--- src/rtl/ring_tracker_pkg.sv ---
package ring_tracker_pkg;
  localparam int PASS_W = 4;
  localparam int RID_W  = 8;
  localparam int STAMP_W = PASS_W + RID_W;
  typedef logic [PASS_W-1:0] pass_t;
  typedef logic [RID_W-1:0]  rid_t;
  // cleared stamp: odd pass so first consumer expectation (even) never matches
  localparam pass_t CLR_PASS = '1;
endpackage

--- src/rtl/ring_pass_ptr.sv ---
module ring_pass_ptr
  import ring_tracker_pkg::*;
#(
  parameter int DEPTH = 6,
  localparam int IDX_W = $clog2(DEPTH)
) (
  input  logic             clk_i,
  input  logic             rst_ni,
  input  logic             step_i,
  output logic [IDX_W-1:0] idx_o,
  output pass_t            pass_o
);
  localparam logic [IDX_W-1:0] LAST = IDX_W'(DEPTH - 1);

  always_ff @(posedge clk_i or negedge rst_ni) begin
    if (!rst_ni) begin
      idx_o  <= '0;
      pass_o <= '0;
    end else if (step_i) begin
      if (idx_o == LAST) begin
        idx_o  <= '0;
        pass_o <= pass_o + pass_t'(1);
      end else begin
        idx_o <= idx_o + IDX_W'(1);
      end
    end
  end
endmodule

--- src/rtl/ring_store.sv ---
module ring_store
  import ring_tracker_pkg::*;
#(
  parameter int DEPTH   = 6,
  parameter int ENTRY_W = 32,
  localparam int IDX_W  = $clog2(DEPTH)
) (
  input  logic               clk_i,
  input  logic               rst_ni,
  input  logic               we_i,
  input  logic [IDX_W-1:0]   waddr_i,
  input  logic [ENTRY_W-1:0] wdata_i,
  input  logic [IDX_W-1:0]   raddr_a_i,
  output logic [ENTRY_W-1:0] rdata_a_o,
  input  logic [IDX_W-1:0]   raddr_b_i,
  output logic [ENTRY_W-1:0] rdata_b_o
);
  localparam logic [ENTRY_W-1:0] CLR_WORD = {CLR_PASS, {(ENTRY_W-PASS_W){1'b0}}};

  logic [ENTRY_W-1:0] slot_q [DEPTH];

  for (genvar g = 0; g < DEPTH; g++) begin : g_slot
    always_ff @(posedge clk_i or negedge rst_ni) begin
      if (!rst_ni)                                  slot_q[g] <= CLR_WORD;
      else if (we_i && waddr_i == IDX_W'(g))        slot_q[g] <= wdata_i;
    end
  end

  always_comb begin
    rdata_a_o = '0;
    rdata_b_o = '0;
    for (int i = 0; i < DEPTH; i++) begin
      if (raddr_a_i == IDX_W'(i)) rdata_a_o = slot_q[i];
      if (raddr_b_i == IDX_W'(i)) rdata_b_o = slot_q[i];
    end
  end
endmodule

--- src/rtl/ring_wrap_tracker.sv ---
module ring_wrap_tracker
  import ring_tracker_pkg::*;
#(
  parameter int DEPTH = 6,
  parameter int PAY_W = 20,
  localparam int IDX_W   = $clog2(DEPTH),
  localparam int ENTRY_W = PAY_W + STAMP_W
) (
  input  logic               clk_i,
  input  logic               rst_ni,
  input  logic               wr_valid_i,
  input  logic [RID_W-1:0]   wr_ring_id_i,
  input  logic [PAY_W-1:0]   wr_payload_i,
  output logic [IDX_W-1:0]   wr_idx_o,
  output logic [PASS_W-1:0]  wr_pass_o,
  output logic               wr_full_o,
  input  logic [IDX_W-1:0]   peek_idx_i,
  output logic [ENTRY_W-1:0] peek_entry_o,
  output logic               new_valid_o,
  input  logic               new_ready_i,
  output logic [ENTRY_W-1:0] new_entry_o,
  output logic [IDX_W-1:0]   new_idx_o,
  output logic [PASS_W-1:0]  rd_pass_o
);
  localparam int STAMP_LSB = ENTRY_W - PASS_W;

  logic push, pop;
  logic [ENTRY_W-1:0] wdata;

  // producer one pass ahead and on the consumer's slot: next write would clobber
  assign wr_full_o = (wr_idx_o == new_idx_o) && (wr_pass_o[0] != rd_pass_o[0]);
  assign push      = wr_valid_i && !wr_full_o && (wr_ring_id_i != '0);
  assign wdata     = {wr_pass_o, wr_ring_id_i, wr_payload_i};

  assign new_valid_o = (new_entry_o[STAMP_LSB] == rd_pass_o[0]);
  assign pop         = new_valid_o && new_ready_i;

  ring_pass_ptr #(.DEPTH(DEPTH)) u_wr_ptr (
    .clk_i  (clk_i),
    .rst_ni (rst_ni),
    .step_i (push),
    .idx_o  (wr_idx_o),
    .pass_o (wr_pass_o)
  );

  ring_pass_ptr #(.DEPTH(DEPTH)) u_rd_ptr (
    .clk_i  (clk_i),
    .rst_ni (rst_ni),
    .step_i (pop),
    .idx_o  (new_idx_o),
    .pass_o (rd_pass_o)
  );

  ring_store #(.DEPTH(DEPTH), .ENTRY_W(ENTRY_W)) u_store (
    .clk_i     (clk_i),
    .rst_ni    (rst_ni),
    .we_i      (push),
    .waddr_i   (wr_idx_o),
    .wdata_i   (wdata),
    .raddr_a_i (new_idx_o),
    .rdata_a_o (new_entry_o),
    .raddr_b_i (peek_idx_i),
    .rdata_b_o (peek_entry_o)
  );
endmodule

--- config.mk ---
export PLATFORM = sky130hd
export DESIGN_NAME = ring_wrap_tracker
export DESIGN_NICKNAME = d
export VERILOG_FILES = /design/src/rtl/ring_tracker_pkg.sv /design/src/rtl/ring_pass_ptr.sv /design/src/rtl/ring_store.sv /design/src/rtl/ring_wrap_tracker.sv
export SDC_FILE = /design/constraint.sdc
export NUM_CORES = 1
export LEC_CHECK = 0
export ABC_AREA = 1
export BUFFER_PORTS_ARGS = -buffer_cell sky130_fd_sc_hd__buf_2
export CORE_MARGIN = 3
export CORE_UTILIZATION = 36
export CTS_CLUSTER_SIZE = 40
export DETAILED_ROUTE_END_ITERATION = 16
export SYNTH_ARGS = -nofsm -noshare
export SYNTH_HDL_FRONTEND = slang
export SYNTH_HIERARCHICAL = 1
export SYNTH_SLANG_ARGS = --single-unit
--- constraint.sdc ---
create_clock -name clk_i -period 4.2 [get_ports clk_i]
set_input_delay 0.63 -clock clk_i [delete_from_list [all_inputs] [get_ports clk_i]]
set_output_delay 0.63 -clock clk_i [all_outputs]
set_load 0.02 [all_outputs]
==> summary.md <==
| Metric | Value |
|---|---|
| Crit path DAT | 2.91 ns |
| Rows | 62 |
| CP delay by family, top | buffers and inverters |
| Worst clock skew | 0.00921 ns |
| Part of the Yosys area used for sequential elements | 48.5% |
| Vias in the first global route | 9,699 |
| Layout cells sized above 1 | 15.0% |
| Hold_buf cts | 0 |
| Clock buffer depth | 3 |
| Tcrit/Tclk final | 84.2% |
| CTS root buf | clkbuf_16 |
| Initial cell density of the core | 36.8% |
| MaxCap Viol Count | 0 |
| Startpoint Class | register |
| Final core utilization | 43.0% |
| TritonRoute pass-1 iters | 5 |
| Post-synthesis register bit count | 206 |
| Maximum vdd drop | 0.000461 V |
| RSZ-0062 raised after global routing | false |
| Yosys cell types | 24 |
| CTS sink count | 206 |
| Skew-Pair Late Insertion Delay | 0.52 ns |
| HPWL after detailed placement | 21.7 mm |
| Max H-tree Level | 1 |
| Net Count, Synth | 1,482 |
| Iter 0 DRT Violations | 874 |
| First-pass GRT wire length | 53.3 mm |
| Worst r2r src | u_rd_ptr/idx_o[0] |
| Grt met3 use | 2.98% |
| CTS tree | yes |
| Hold Path Class | input pin to async pin |
| Post-route DRC | 0 |
| Cts repair resizes | 0 |
| Cells after synthesis | 1,445 |
| Critical Path RT | 3.57 ns |
| Fin nets | 1,557 |
| Cts bufs inserted | 24 |
| Cell Area, Synth | 10,700 sq um |
| Die Area | 31,800 sq um |
| Total gr overflow | 0 |
| Die height | 178 um |
| CP cell instances | inv_2, nor3_4, buf_4, nand2_1, nand4_1, buf_2 |
| Crit. End Element | output pin |
| Critical path buffers and inverters | 3 |
| Final setup margin | 0.662 ns |
| Drt total wl | 33.6 mm |
| F_max | 283 MHz |
| Crit. path cell count | 6 |
| Routed len/inst | 17.5 um |
| Synthesized area per cell | 7.40 sq um |
| GRT Total Usage | 21.0% |
| Storage cell area | 5180 sq um |
| P&R area growth vs syn | 16.8% |
| Final Hold Fails | 0 |
| Post-DR vias/cell | 5.28 |
| Initial antenna violation count | 1 |
| Die width | 178 um |
| ANT nets after route | 0 |
| Ys Warns | 6 |
| CP Launch Point | u_rd_ptr/idx_o[1] |
| Crit Reg-Reg Endpoint | u_store/slot_q[70] |
| Gr busiest metal | met2 |
| Slowest stage delay, CP | 0.65 ns |
| Worst Setup EP | new_entry_o[3] |
| Critical-path top delay cell | dfrtp_1 |
| M2 GR Usage | 34.0% |
| Power per cell area | 761 nW/um^2 |
| Rel. slew slack | 23.1% |
| Flop-to-flop setup slack | 1.19 ns |
| Postcts setup bufs | 0 |
| Hold WS | 0.109 ns |
| Core ar. | 29,000 sq um |
| Fillcell total | 3,012 |
| Met1 Use GR | 29.6% |
| Worst-margin pin slew | 1.15 ns |
| Setup tns final | 0 ns |
| Final setup viols | 0 |
| GPL Wtd Cong | 0.764 |
| Status | complete, no violations |
| Ant. Diodes | 0 |
| Setup CP Type | register to output pin |
| Top-level port count | 115 |
| Reg2Reg Depth | 12 |
| DR vias | 10,100 |
| Min Tclk post-route | 3.54 ns |
| Multi-input logic area | 4820 sq um |
| Max FO, Critical Path | 33 |
| Max-slew violations | 0 |
| Leak | 6.05 nW |
| Largest net degree at the start of global routing | 101 |
| CTS clk-pin slew, worst paths | 0.06 ns |
| PortBufs | 114 |
| Dpl ws | 1.14 ns |
==> synth_stat cells <==
| cell type | n | area (sq um) |
|---|---|---|
| nand2_1 | 490 | 1840 |
| o21ai_0 | 195 | 976 |
| dfrtp_1 | 182 | 4550 |
| nor2_1 | 143 | 537 |
| nand4_1 | 130 | 813 |
| inv_1 | 84 | 315 |
| nand3_1 | 70 | 350 |
| clkbuf_1 | 48 | 180 |
| buf_2 | 40 | 200 |
| dfstp_2 | 24 | 631 |
| buf_1 | 6 | 22.5 |
| nor3_2 | 6 | 60.1 |
| a21oi_1 | 4 | 20.0 |
| nand3_2 | 4 | 40.0 |
| xnor2_1 | 3 | 26.3 |
| clkinv_2 | 2 | 10.0 |
| ha_1 | 2 | 25.0 |
| inv_2 | 2 | 7.51 |
| nand2_2 | 2 | 12.5 |
| nor2_2 | 2 | 12.5 |
| nor3_4 | 2 | 32.5 |
| o21ai_1 | 2 | 10.0 |
| a21boi_1 | 1 | 7.51 |
| or2_1 | 1 | 6.26 |
==> where the power goes <==
part / switching, mW / total [mW] / internal [mW]
Sequential: 0.740 / 3.64 / 2.90
Combinational: 2.52 / 3.66 / 1.14
Clock: 0.827 / 2.20 / 1.38
==> cells by family after synthesis <==
kind of cell / after synthesis / share of synthesized area (%)
adders and majority gates: 2 / 0.234
DFF: 206 / 48.5
buffers and inverters: 182 / 6.88
and+or+nand+nor: 850 / 34.6
AOI/OAI and AO/OA: 202 / 9.48
xor gates and xnor gates: 3 / 0.246
==> layout make-up <==
cell class,instances,area share (%)
Clock inverter,5,0.802
Tap cell,384,3.85
Multi-Input combinational cell,1057,38.6
Sequential cell,206,41.5
Clock buffer,38,5.88
Inverter,88,2.67
Timing Repair Buffer,143,6.68
==> registers in the layout, summed over array words and instances, names as in the netlist <==
name             cells
u_wr_ptr/idx_o       3
u_rd_ptr/pass_o      4
u_wr_ptr/pass_o      4
u_store/slot_q     192
u_rd_ptr/idx_o       3
==> layer usage <==
| metal | vias to the layer above | wire length, um | share of wire, % |
|---|---|---|---|
| met2 | 352 | 15600 | 46 |
| met1 | 4832 | 15000 | 45 |
| met4 | 2 | 748 | 2.2 |
| met5 | - | 9 | 0.027 |
| met3 | 56 | 2260 | 6.7 |
| li1 | 4906 | - | - |
==> cell usage in the layout (no fill, tap or decap), types with 6 or more instances in the layout <==
master     netlist  layout
buf_2           40     113
o21ai_0        195     195
buf_4            0      26
dfrtp_1        182     182
dfstp_2         24      24
nand4_1        130     130
nand2_1        490     486
nand3_1         70      70
nor2_1         143     141
clkbuf_8         0       7
inv_1           84      82
nor3_4           2       8
clkbuf_16        0      25
clkbuf_1        48       7
nand2_2          2       6
==> worst min path at each step <==
stage	cells after the start	end	slack [ns]	from
final	1	u_store/slot_q[56]	0.11	rst_ni
after global routing	1	u_store/slot_q[56]	0.15	rst_ni
after CTS	1	u_store/slot_q[57]	0.15	rst_ni
after detailed placement	2	u_store/slot_q[101]	0.47	u_store/slot_q[101]
after global placement	2	u_store/slot_q[102]	0.47	u_store/slot_q[102]
after floorplan	0	u_rd_ptr/idx_o[0]	0.33	rst_ni
==> stage by stage <==
step           total power [mW]  std cells  cell area (sq um)
3_5_place_dp               7.34       1878              11700
5_1_grt                    10.2       1921              12500
2_1_floorplan              5.99       1445              10700
6_report                   9.51       1921              12500
3_3_place_gp               7.24       1878              11700
4_1_cts                    9.57       1921              12500
No activity file was read; power rests on OpenSTA's default activity.
